===== config.mk =====
export PLATFORM = sky130hd
export DESIGN_NAME = rtc_shadow_core
export DESIGN_NICKNAME = d
export VERILOG_FILES = /design/src/rtl/rtcs_pkg.sv /design/src/rtl/rtcs_prescaler.sv /design/src/rtl/rtcs_updater.sv /design/src/rtl/rtcs_alarm.sv /design/src/rtl/rtc_shadow_core.sv
export SDC_FILE = /design/constraint.sdc
export NUM_CORES = 1
export LEC_CHECK = 0
export ABC_AREA = 1
export ABC_CLOCK_PERIOD_IN_PS = 2500
export BUFFER_PORTS_ARGS = -buffer_cell sky130_fd_sc_hd__buf_2
export CORE_MARGIN = 4
export CORE_UTILIZATION = 55
export DETAILED_ROUTE_END_ITERATION = 12
export HOLD_SLACK_MARGIN = 0.08
export PLACE_DENSITY = 0.8
export SYNTH_ARGS = -nofsm -noshare
export SYNTH_HDL_FRONTEND = slang
export SYNTH_SLANG_ARGS = --single-unit

===== constraint.sdc =====
create_clock -name clk -period 2.5 [get_ports clk]
set_input_delay 0.125 -clock clk [delete_from_list [all_inputs] [get_ports clk]]
set_output_delay 0.125 -clock clk [all_outputs]
set_load 0.03 [all_outputs]

===== src/rtl/rtcs_pkg.sv =====
// Package: shared constants, access kinds and the alias helper for the RTC core.
// Assumes byte addresses with the register index in [7:4] and access kind in [3:2].
package rtcs_pkg;

    localparam int DATA_W    = 32;
    localparam int ADDR_W    = 8;
    localparam int NUM_SLOTS = 8;

    // Register index = address bits [7:4]
    localparam logic [3:0] IDX_CTRL  = 4'h0;
    localparam logic [3:0] IDX_STAT  = 4'h1;
    localparam logic [3:0] IDX_SECS  = 4'h3;
    localparam logic [3:0] IDX_ALRM  = 4'h4;
    localparam logic [3:0] IDX_WDOG  = 4'h5;
    localparam logic [3:0] IDX_PERS0 = 4'h6;
    localparam logic [3:0] IDX_PERS1 = 4'h7;

    // Updater slot numbers; the order is the commit order
    localparam int SLOT_PERS0 = 0;
    localparam int SLOT_PERS1 = 1;
    localparam int SLOT_ALRM  = 6;
    localparam int SLOT_SECS  = 7;

    localparam logic [DATA_W-1:0] CTRL_MASK = 32'h0000_0017;

    typedef enum logic [1:0] {
        ACC_WRITE = 2'b00,
        ACC_SET   = 2'b01,
        ACC_CLR   = 2'b10,
        ACC_NONE  = 2'b11
    } acc_kind_t;

    // Resolve a plain / set / clear access against the current value
    function automatic logic [DATA_W-1:0] apply_acc(input logic [DATA_W-1:0] cur,
                                                    input logic [DATA_W-1:0] wd,
                                                    input acc_kind_t kind);
        case (kind)
            ACC_WRITE: apply_acc = wd;
            ACC_SET:   apply_acc = cur | wd;
            ACC_CLR:   apply_acc = cur & ~wd;
            default:   apply_acc = cur;
        endcase
    endfunction

endpackage


===== src/rtl/rtcs_prescaler.sv =====
// Module: divides the crystal-rate enable into a one-second tick.
// Assumes xtal_en is a single-cycle pulse per crystal period; sel_32000 picks the ratio.
module rtcs_prescaler #(
    parameter int DIV_32768 = 32768,
    parameter int DIV_32000 = 32000
) (
    input  logic clk,
    input  logic rst_n,
    input  logic xtal_en,
    input  logic sel_32000,
    output logic tick
);
    localparam int DMAX = (DIV_32768 > DIV_32000) ? DIV_32768 : DIV_32000;
    localparam int CW   = $clog2(DMAX + 1);

    logic [CW-1:0] cnt_q;
    logic          at_end;

    // Terminal-count detect; >= keeps the divider safe when the ratio changes
    always_comb begin
        if (sel_32000) at_end = (cnt_q >= CW'(DIV_32000 - 1));
        else           at_end = (cnt_q >= CW'(DIV_32768 - 1));
        tick = xtal_en && at_end;
    end

    // Count enable pulses and wrap on each tick
    always_ff @(posedge clk) begin
        if (!rst_n)        cnt_q <= '0;
        else if (tick)     cnt_q <= '0;
        else if (xtal_en)  cnt_q <= cnt_q + 1'b1;
    end

    p_tick_wraps_r6: assert property (@(posedge clk) disable iff (!rst_n)
        tick |=> (cnt_q == '0));

endmodule


===== src/rtl/rtcs_updater.sv =====
// Module: serial shadow-to-always-on updater walking a fixed slot order.
// Assumes stale stays set until its commit pulse; spends SLOT_CYCLES per slot.
module rtcs_updater #(
    parameter int NUM_SLOTS   = 8,
    parameter int SLOT_CYCLES = 16
) (
    input  logic                 clk,
    input  logic                 rst_n,
    input  logic [NUM_SLOTS-1:0] stale,
    output logic [NUM_SLOTS-1:0] commit,
    output logic                 busy
);
    localparam int SW = $clog2(NUM_SLOTS);
    localparam int CW = $clog2(SLOT_CYCLES + 1);

    logic [SW-1:0] slot_q;
    logic [CW-1:0] cnt_q;
    logic          slot_end;

    assign slot_end = busy && (cnt_q == CW'(SLOT_CYCLES - 1));

    // Sequence: start a pass on any stale bit, step slots in order, stop after the last
    always_ff @(posedge clk) begin
        if (!rst_n) begin
            busy   <= 1'b0;
            slot_q <= '0;
            cnt_q  <= '0;
        end else if (!busy) begin
            if (|stale) begin
                busy   <= 1'b1;
                slot_q <= '0;
                cnt_q  <= '0;
            end
        end else if (slot_end) begin
            cnt_q <= '0;
            if (slot_q == SW'(NUM_SLOTS - 1)) busy   <= 1'b0;
            else                              slot_q <= slot_q + 1'b1;
        end else begin
            cnt_q <= cnt_q + 1'b1;
        end
    end

    // Commit pulse per slot, only for registers that are actually stale
    for (genvar k = 0; k < NUM_SLOTS; k++) begin : g_commit
        assign commit[k] = slot_end && (slot_q == SW'(k)) && stale[k];
    end

    p_one_commit_r4: assert property (@(posedge clk) disable iff (!rst_n)
        $onehot0(commit));

    p_slot_forward_r4: assert property (@(posedge clk) disable iff (!rst_n)
        (busy && $past(busy)) |-> (slot_q == $past(slot_q) || slot_q == $past(slot_q) + 1'b1));

endmodule


===== src/rtl/rtcs_alarm.sv =====
// Module: detects the cycle in which seconds becomes equal to the alarm value.
// Assumes the caller makes the flag sticky; emits a single-cycle pulse per match.
module rtcs_alarm #(
    parameter int DW = 32
) (
    input  logic          clk,
    input  logic          rst_n,
    input  logic [DW-1:0] seconds,
    input  logic [DW-1:0] alarm,
    input  logic          enable,
    output logic          hit
);
    logic match, match_q;

    assign match = (seconds == alarm);
    assign hit   = enable && match && !match_q;

    // Remember the previous compare result for edge detection
    always_ff @(posedge clk) begin
        if (!rst_n) match_q <= 1'b0;
        else        match_q <= match;
    end

    p_hit_is_edge_r8: assert property (@(posedge clk) disable iff (!rst_n)
        hit |=> !hit);

endmodule


===== src/rtl/rtc_shadow_core.sv =====
// Module: RTC core top: register decode, shadow and always-on copies, seconds, alarm.
// Assumes single-cycle bus writes and combinational reads; one synchronous reset.
module rtc_shadow_core
    import rtcs_pkg::*;
#(
    parameter int DIV_32768      = 32768,
    parameter int DIV_32000      = 32000,
    parameter int SLOT_CYCLES    = 16,
    parameter bit HAS_XTAL_32000 = 1'b0,
    parameter bit HAS_XTAL_32768 = 1'b1
) (
    input  logic              clk,
    input  logic              rst_n,
    input  logic              xtal_en,
    input  logic              bus_we,
    input  logic [ADDR_W-1:0] bus_addr,
    input  logic [DATA_W-1:0] bus_wdata,
    output logic [DATA_W-1:0] bus_rdata,
    output logic              alarm_irq
);
    logic [3:0]  idx;
    acc_kind_t   acc;
    logic        wr_ok;
    logic        wr_ctrl, wr_wdog, wr_p0, wr_p1, wr_alrm, wr_secs;
    logic [DATA_W-1:0] ctrl_q, wdog_q;
    logic [DATA_W-1:0] sh_p0, sh_p1, sh_alrm, sh_secs;
    logic [DATA_W-1:0] p0_q, p1_q, alrm_q, secs_q;
    logic [DATA_W-1:0] p1_next;
    logic [NUM_SLOTS-1:0] stale_q, commit;
    logic        force_pass, tick, hit, upd_busy;

    // Address decode
    always_comb begin
        idx     = bus_addr[7:4];
        acc     = acc_kind_t'(bus_addr[3:2]);
        wr_ok   = bus_we && (acc != ACC_NONE) && (bus_addr[1:0] == 2'b00);
        wr_ctrl = wr_ok && (idx == IDX_CTRL);
        wr_wdog = wr_ok && (idx == IDX_WDOG);
        wr_p0   = wr_ok && (idx == IDX_PERS0);
        wr_p1   = wr_ok && (idx == IDX_PERS1);
        wr_alrm = wr_ok && (idx == IDX_ALRM);
        wr_secs = wr_ok && (idx == IDX_SECS);
        p1_next    = apply_acc(sh_p1, bus_wdata, acc);
        force_pass = wr_p1 && p1_next[DATA_W-1];
    end

    rtcs_prescaler #(.DIV_32768(DIV_32768), .DIV_32000(DIV_32000)) u_presc (
        .clk(clk), .rst_n(rst_n), .xtal_en(xtal_en), .sel_32000(p0_q[6]), .tick(tick));

    rtcs_updater #(.NUM_SLOTS(NUM_SLOTS), .SLOT_CYCLES(SLOT_CYCLES)) u_upd (
        .clk(clk), .rst_n(rst_n), .stale(stale_q), .commit(commit), .busy(upd_busy));

    rtcs_alarm #(.DW(DATA_W)) u_alarm (
        .clk(clk), .rst_n(rst_n), .seconds(secs_q), .alarm(alrm_q),
        .enable(p0_q[2]), .hit(hit));

    // Immediate registers: control (alarm flag set wins over clear) and watchdog
    always_ff @(posedge clk) begin
        if (!rst_n) begin
            ctrl_q <= '0;
            wdog_q <= '0;
        end else begin
            if (wr_ctrl) ctrl_q <= apply_acc(ctrl_q, bus_wdata, acc) & CTRL_MASK;
            if (hit)     ctrl_q[2] <= 1'b1;
            if (wr_wdog) wdog_q <= apply_acc(wdog_q, bus_wdata, acc);
        end
    end

    // Shadow copies take bus writes; wake status is mirrored so a commit keeps it
    always_ff @(posedge clk) begin
        if (!rst_n) begin
            sh_p0 <= '0; sh_p1 <= '0; sh_alrm <= '0; sh_secs <= '0;
        end else begin
            if (wr_p0)   sh_p0   <= apply_acc(sh_p0, bus_wdata, acc);
            if (hit && p0_q[1]) sh_p0[7] <= 1'b1;
            if (wr_p1)   sh_p1   <= {1'b0, p1_next[DATA_W-2:0]};
            if (wr_alrm) sh_alrm <= apply_acc(sh_alrm, bus_wdata, acc);
            if (wr_secs) sh_secs <= apply_acc(sh_secs, bus_wdata, acc);
        end
    end

    // Stale flags: a write or forced pass sets, the matching commit clears, set wins
    always_ff @(posedge clk) begin
        if (!rst_n) begin
            stale_q <= '0;
        end else begin
            stale_q <= stale_q & ~commit;
            if (wr_p0 || force_pass)   stale_q[SLOT_PERS0] <= 1'b1;
            if (wr_p1)                 stale_q[SLOT_PERS1] <= 1'b1;
            if (wr_alrm || force_pass) stale_q[SLOT_ALRM]  <= 1'b1;
            if (wr_secs)               stale_q[SLOT_SECS]  <= 1'b1;
        end
    end

    // Always-on copies: commits from the updater, seconds ticking, wake status
    always_ff @(posedge clk) begin
        if (!rst_n) begin
            p0_q <= '0; p1_q <= '0; alrm_q <= '0; secs_q <= '0;
        end else begin
            if (commit[SLOT_PERS0]) p0_q   <= sh_p0;
            if (hit && p0_q[1])     p0_q[7] <= 1'b1;
            if (commit[SLOT_PERS1]) p1_q   <= sh_p1;
            if (commit[SLOT_ALRM])  alrm_q <= sh_alrm;
            if (commit[SLOT_SECS])  secs_q <= sh_secs;
            else if (tick)          secs_q <= secs_q + 1'b1;
        end
    end

    // Read mux: always-on values, status built from presence bits and stale field
    always_comb begin
        bus_rdata = '0;
        if (bus_addr[3:0] == 4'h0) begin
            case (idx)
                IDX_CTRL:  bus_rdata = ctrl_q;
                IDX_STAT:  bus_rdata = {1'b1, 2'b00, HAS_XTAL_32000, HAS_XTAL_32768,
                                        3'b000, stale_q, 16'h0000};
                IDX_SECS:  bus_rdata = secs_q;
                IDX_ALRM:  bus_rdata = alrm_q;
                IDX_WDOG:  bus_rdata = wdog_q;
                IDX_PERS0: bus_rdata = p0_q;
                IDX_PERS1: bus_rdata = p1_q;
                default:   bus_rdata = '0;
            endcase
        end
    end

    assign alarm_irq = ctrl_q[2] && ctrl_q[0];

    p_secs_clear_on_commit_r4: assert property (@(posedge clk) disable iff (!rst_n)
        $fell(stale_q[SLOT_SECS]) |-> $past(commit[SLOT_SECS]));

    p_secs_step_r6: assert property (@(posedge clk) disable iff (!rst_n)
        (tick && !commit[SLOT_SECS]) |=> (secs_q == $past(secs_q) + 1'b1));

    p_secs_load_r7: assert property (@(posedge clk) disable iff (!rst_n)
        commit[SLOT_SECS] |=> (secs_q == $past(sh_secs)));

    p_flag_from_match_r8: assert property (@(posedge clk) disable iff (!rst_n)
        ($rose(ctrl_q[2]) && !$past(wr_ctrl)) |-> $past(secs_q == alrm_q && p0_q[2]));

    p_stale_bits_idle_r3: assert property (@(posedge clk) disable iff (!rst_n)
        stale_q[5:2] == 4'b0000);

    p_pass_when_stale_r4: assert property (@(posedge clk) disable iff (!rst_n)
        ($past(|stale_q) && $past(!upd_busy)) |-> upd_busy);

endmodule


Yosys cells after proc, flatten, opt, wreduce, memory -nomap -nowiden --
Cells that the tools add are included.
Storage, ports and cells: output and inout bits 33, logic and storage cells 151, input bits 44, register bits after elaboration 324
Operators by class: $add $sub $neg 4, bitwise operators 16, equality and inequality tests 20, multiplexer cells 32, reductions and logical operators 58, order comparisons 2
Operator list (number):
- $pmux 32 s3 | 5
- $pmux 32 s7 | 1
- $and 32x32->32 | 4
- $or 32x32->32 | 4
- $mux 32 | 3
- $add 32x1->32 const B | 1
- $and 31x32->32 | 1
- $eq 32x32->1 | 1
- $ge 16x15->1 const B | 2
- $not 32->32 | 1
- $or 31x32->32 | 1
- $logic_and 1x1->1 | 31
- $add 16x1->16 const B | 1
- $eq 4x3->1 const B | 4
- $mux 8 | 2
- $reduce_and 2->1 | 8
- $mux 3 | 5
- $mux 5 | 3
- $pmux 5 s3 | 1
- $eq 3x3->1 const B | 4
- $mux 1 | 12
- $reduce_bool 2->1 | 5
- $and 8x8->8 | 1
- $logic_not 4->1 | 2
- other kinds (23) | 29

Longest topological paths before layout --
depth in word-level cells 7, gate-level depth with buffers 13, gate-level depth less buffers 13

Cells and area by module --
A second synthesis with hierarchy kept.
Unflattened totals: cell total of the unflattened synthesis 2492, area total of the unflattened synthesis 16580.9 sq um
By module, submodules not included:
- rtc_shadow_core | seq. area each 5965.7 sq um, area an instance 14604.0 sq um, cells each 2188, instances 1
- rtcs_prescaler | seq. area each 320.3 sq um, area an instance 854.6 sq um, cells each 117, instances 1
- rtcs_updater | seq. area each 180.2 sq um, area an instance 596.8 sq um, cells each 82, instances 1
- rtcs_alarm | seq. area each 20.0 sq um, area an instance 525.5 sq um, cells each 105, instances 1

Least setup slack after synthesis --
No wires, ideal clock.
path type reg2reg, start point register u_upd.cnt_q[0], end point register p1_q[21], period minus slack after synthesis 1.628 ns, slack 0.872 ns, data required time 2.372 ns, cell stages (with the launch flop) 8, path buffers 1, setup time 0.128 ns, data arrival time 1.500 ns, path through dfxtp_1 > ha_1 > nand4_4 > nor2_8 > nand4_2 > clkbuf_1 > o21ai_0 > a21oi_1
On the way: longest elaborated chain between the ends 4
RTL lines:
- from (decl) | line rtcs_updater.sv:17 | logic [CW-1:0] cnt_q;
- from (signal assigned) | line rtcs_updater.sv:39 | cnt_q <= cnt_q + 1'b1;
- $eq 5x4->1 | line rtcs_updater.sv:20 | assign slot_end = busy && (cnt_q == CW'(SLOT_CYCLES - 1));
- $logic_and 1x1->1 | line rtcs_updater.sv:20
- $logic_and 1x1->1 (2 in a row) | line rtcs_updater.sv:45 | assign commit[k] = slot_end && (slot_q == SW'(k)) && stale[k];
- to (signal assigned) | line rtc_shadow_core.sv:102 | if (commit[SLOT_PERS1]) p1_q <= sh_p1;
- to (decl) | line rtc_shadow_core.sv:27 | logic [DATA_W-1:0] p0_q, p1_q, alrm_q, secs_q;
No other way between the ends. A chain may end at the register's enable or synchronous reset.

Worst setup path in the final report --
start point register u_upd.slot_q[0], end point register secs_q[8]
On the way: longest elaborated chain between the ends 4, elaborated cells between the ends (all ways) 5, those cells by class eq/ne (1); mux (1); reduce/logical (3)
RTL lines:
- from (decl) | line rtcs_updater.sv:16 | logic [SW-1:0] slot_q;
- from (signal assigned) | line rtcs_updater.sv:37 | else slot_q <= slot_q + 1'b1;
- $eq 3x3->1 (*) | line rtcs_updater.sv:45
- $logic_and 1x1->1 (*) (2 in a row) | line rtcs_updater.sv:45
- $mux 32 or $reduce_bool 2->1 (tied branches)
- to (signal assigned) | line rtc_shadow_core.sv:104 | if (commit[SLOT_SECS]) secs_q <= sh_secs;
- to (signal assigned) | line rtc_shadow_core.sv:105 | else if (tick) secs_q <= secs_q + 1'b1;
- to (decl) | line rtc_shadow_core.sv:27
Every way passes the cells marked *; elsewhere a longest branch is shown, timed or not.

==> results.md <==
- Result of the run: finished, final reports clean
- Largest net degree at the start of global routing: 69
- Number of antenna violations at the first check in global routing: 0
- Sequential-to-total area share from yosys stat: 40.5%
- Buffers added on ports: 76
- Maximum fanout along the worst path: 20
- Proportion of layout cells with a drive suffix above 1: 11.6%
- Distinct cell type count of the synthesized netlist: 43
- CTS clock-pin slew for the worst setup and hold paths: 0.06 ns
- Syn. warnings: 0
- Crit Path Class: reg -> reg
- Maximum clock insertion buffer count: 3
- Fill cell instance count of the final layout: 2511
- Top library cells by usage in the layout, fill and taps aside: nand2_1 (403), dfxtp_1 (324), a21oi_1 (302)
- Cell chain of the critical path: ha_1 > ha_1 > nand2_1 > nor2_4 > nand2_4 > inv_2 > buf_12 > a21oi_1 > o21ai_0 > a21oi_1
- Number of remaining DRC errors: 0
- Number of buffers and inverters on the critical path: 2
- Vias after detailed routing: 16000
- Total wire length: 50.9 mm
- Synthesized flop and latch total: 324
- Row Count: 62
- Number of instances in the synthesized netlist: 2213
- Proportion of synthesized flip-flops having asynchronous set or reset: 0%
- Die boundary width: 179 µm
- Length of routed met3 wiring: 4.46 mm
- DPL Wire Length: 34.5 mm
- Data required, critical path: 2.89 ns
- Number of endpoints failing setup at the final stage: 0
- WP data arrival: 2.62 ns
- VDD IR-drop max: 0.500 mV
- Slew Limit Headroom: 40.8%
- Effective utilization at floorplan: 55.8%
- Number of global-route vias before repair: 15000
- Number of clock sinks: 324
- Start point of the critical path: u_upd.slot_q[0]$_SDFFE_PN0P_
- Critical path startpoint category: register
- Antenna fix cells: 0
- Instance area at placement: 16700 µm²
- Post-layout min period: 2.22 ns
- Synthesized Nets: 2271
- Number of max-cap violations: 0
- RSZ-0062 raised after global routing: false
- Met2 routed WL: 23.5 mm
- CTS tree: done
- Mean number of vias per cell: 5.98
- Cell with the largest stage delay on the worst path: dfxtp_1
- P_leak: 6.72 nW
- Most frequent standard cell in the layout excluding fill and tap cells: nand2_1
- Number of clock buffers inserted by TritonCTS: 36
- Final hold violation count: 0
- Measured slew at the worst slew-check pin: 0.879 ns
- Overall die height: 179 µm
- Top Ports: 77
- Fmax: 450 MHz
- Root buffer selected by CTS: clkbuf_16
- Global-route wire length before repair: 80.2 mm
- Power density of the placed cells: 622 nW/µm²
- Accumulated negative setup slack: 0 ns
- Highest layer used for signal routing: met4
- Cell family with the largest share of critical-path delay: buffers and inverters
- Fraction of the cycle the final worst path needs: 88.9%
- Startpoint of the worst register-to-register path: u_upd.slot_q[0]$_SDFFE_PN0P_
- Path class of the lowest-slack min-delay path: in -> reg
- Number of synthesized flops with an enable pin: 0
- Final weighted congestion of routability-driven global placement: 1.01
- Floorplan core area: 28700 µm²
- Commonest register cell after synthesis: dfxtp_1
- Final Net Count: 2325
- Area of the die: 31900 µm²
- Clock latency at the later pin of the worst-skew pair: 0.52 ns
- Post-route met1 wirelength: 20.9 mm
- WL per Instance: 19.0 µm
- Worst clock skew: 0.0205 ns
- Setup Buffers After CTS: 0
- Depth of the CTS H-tree: 2
- GRT Util Overall: 31.3%
- Pre-Repair DR Iteration Count: 6
- Count of routing violations after the opening detailed-route iteration: 1646
- Quantity of gates resized following cts: 0
- Post-route cell area: 18200 µm²
- Critical path's largest stage delay: 0.38 ns
- Count of pins over their slew limit: 0
- Mapped Area: 16000 µm²
- Post-route antenna net violation count: 0
- Area growth from synthesis to final layout: 13.9%
- Endpoint kind of the worst setup timing path: register
- Critical hold path startpoint: rst_n
- Syn_area_per_cell: 7.23 µm²
- Remaining global-route overflow: 0
==> path summary, 6_finish.rpt <==
path / end / slack, ns / depth (start not counted)
setup / recovery: secs_q[8]$_SDFFE_PN0P_ / 0.28 / 10
setup reg to reg: secs_q[8]$_SDFFE_PN0P_ / 0.28 / 10
hold reg to reg: p1_q[24]$_SDFFE_PN0P_ / 0.45 / 2
hold / removal: secs_q[26]$_SDFFE_PN0P_ / 0.1 / 3
==> worst reg2reg max path, cell delays in order (launching register included) <==
cell     delay (ns)
dfxtp_1        0.38
ha_1           0.20
ha_1           0.16
nand2_1        0.09
nor2_4         0.20
nand2_4        0.17
inv_2          0.31
buf_12         0.20
a21oi_1        0.07
o21ai_0        0.23
a21oi_1        0.09
==> area by class of cell <==
type / instances / area [µm²] / share of cell area, %
Clock buffer: 52 / 1060 / 5.83
Clock inverter: 13 / 154 / 0.844
Inverter: 276 / 1040 / 5.71
Multi-Input combinational cell: 1478 / 7860 / 43.1
Sequential cell: 324 / 6490 / 35.6
Tap cell: 384 / 480 / 2.64
Timing Repair Buffer: 151 / 1140 / 6.25
==> metal layers <==
layer	GRT usage, %	up-vias
met5	0	-
met4	13.0	0
li1	-	7593
met3	4.54	144
met2	50.4	856
met1	42.1	7416
==> logic make-up after synthesis <==
group | after synthesis | share of synthesized area, %
AO/OA/AOI/OAI | 763 | 28.9
AND/OR/NAND/NOR | 682 | 18.1
adder cells (fa/ha/maj) | 14 | 1.09
flip-flops | 324 | 40.5
XOR/XNOR | 19 | 1.04
buffers and inverters | 411 | 10.3
==> power by group <==
part	internal [mW]	total (mW)	switching [mW]
logic	0.194	0.715	0.521
clock network	3.28	5.43	2.16
registers	5.18	5.19	0.0127
==> cell usage after synthesis, drive strengths merged (12+ instances only) <==
master	instances	area share, %
a211oi	145	8.4
a21oi	302	9.4
buf	43	1.7
clkbuf	92	2.2
dfxtp	324	41
ha	14	1.1
inv	275	6.4
nand2	407	9.6
nand3	65	2.1
nand4	16	0.95
nor2	162	4.3
nor3	23	0.82
o211ai	27	1.3
o21ai	208	6.5
o22ai	73	2.9
xor2	12	0.66
==> through the flow <==
| step | std cells | hold slack [ns] | util, % | worst slack (ns) | total power [mW] |
|---|---|---|---|---|---|
| after global placement | 2581 | 0.434 | 58.1 | 0.390 | 5.94 |
| after detailed placement | 2581 | 0.439 | 58.1 | 0.317 | 5.96 |
| after CTS | 2678 | 0.0913 | 63.5 | 0.312 | 11.4 |
| final | 2678 | 0.0971 | 63.5 | 0.276 | 11.3 |
| after floorplan | 2213 | 0.265 | - | 0.872 | 5.70 |
| after global routing | 2678 | 0.110 | 63.5 | 0.140 | 11.7 |
==> what timing repair did <==
| item | 4_1_cts | 5_1_grt |
|---|---|---|
| hold buffers | 32 | 0 |
| endpoints found under the setup margin | 0 | 0 |
| endpoints found under the hold margin | 159 | 0 |
==> state kept, by name, indices dropped and copies added, names as in the netlist <==
name and count:
u_alarm.match_q 1, ctrl_q 4, secs_q 32, stale_q 8, sh_alrm 32, u_upd.busy 1, alrm_q 32, p1_q 31
u_presc.cnt_q 16, wdog_q 32, sh_secs 32, p0_q 32, u_upd.slot_q 3, u_upd.cnt_q 5, sh_p0 32, sh_p1 31
Power figures use the tool's default switching activity.
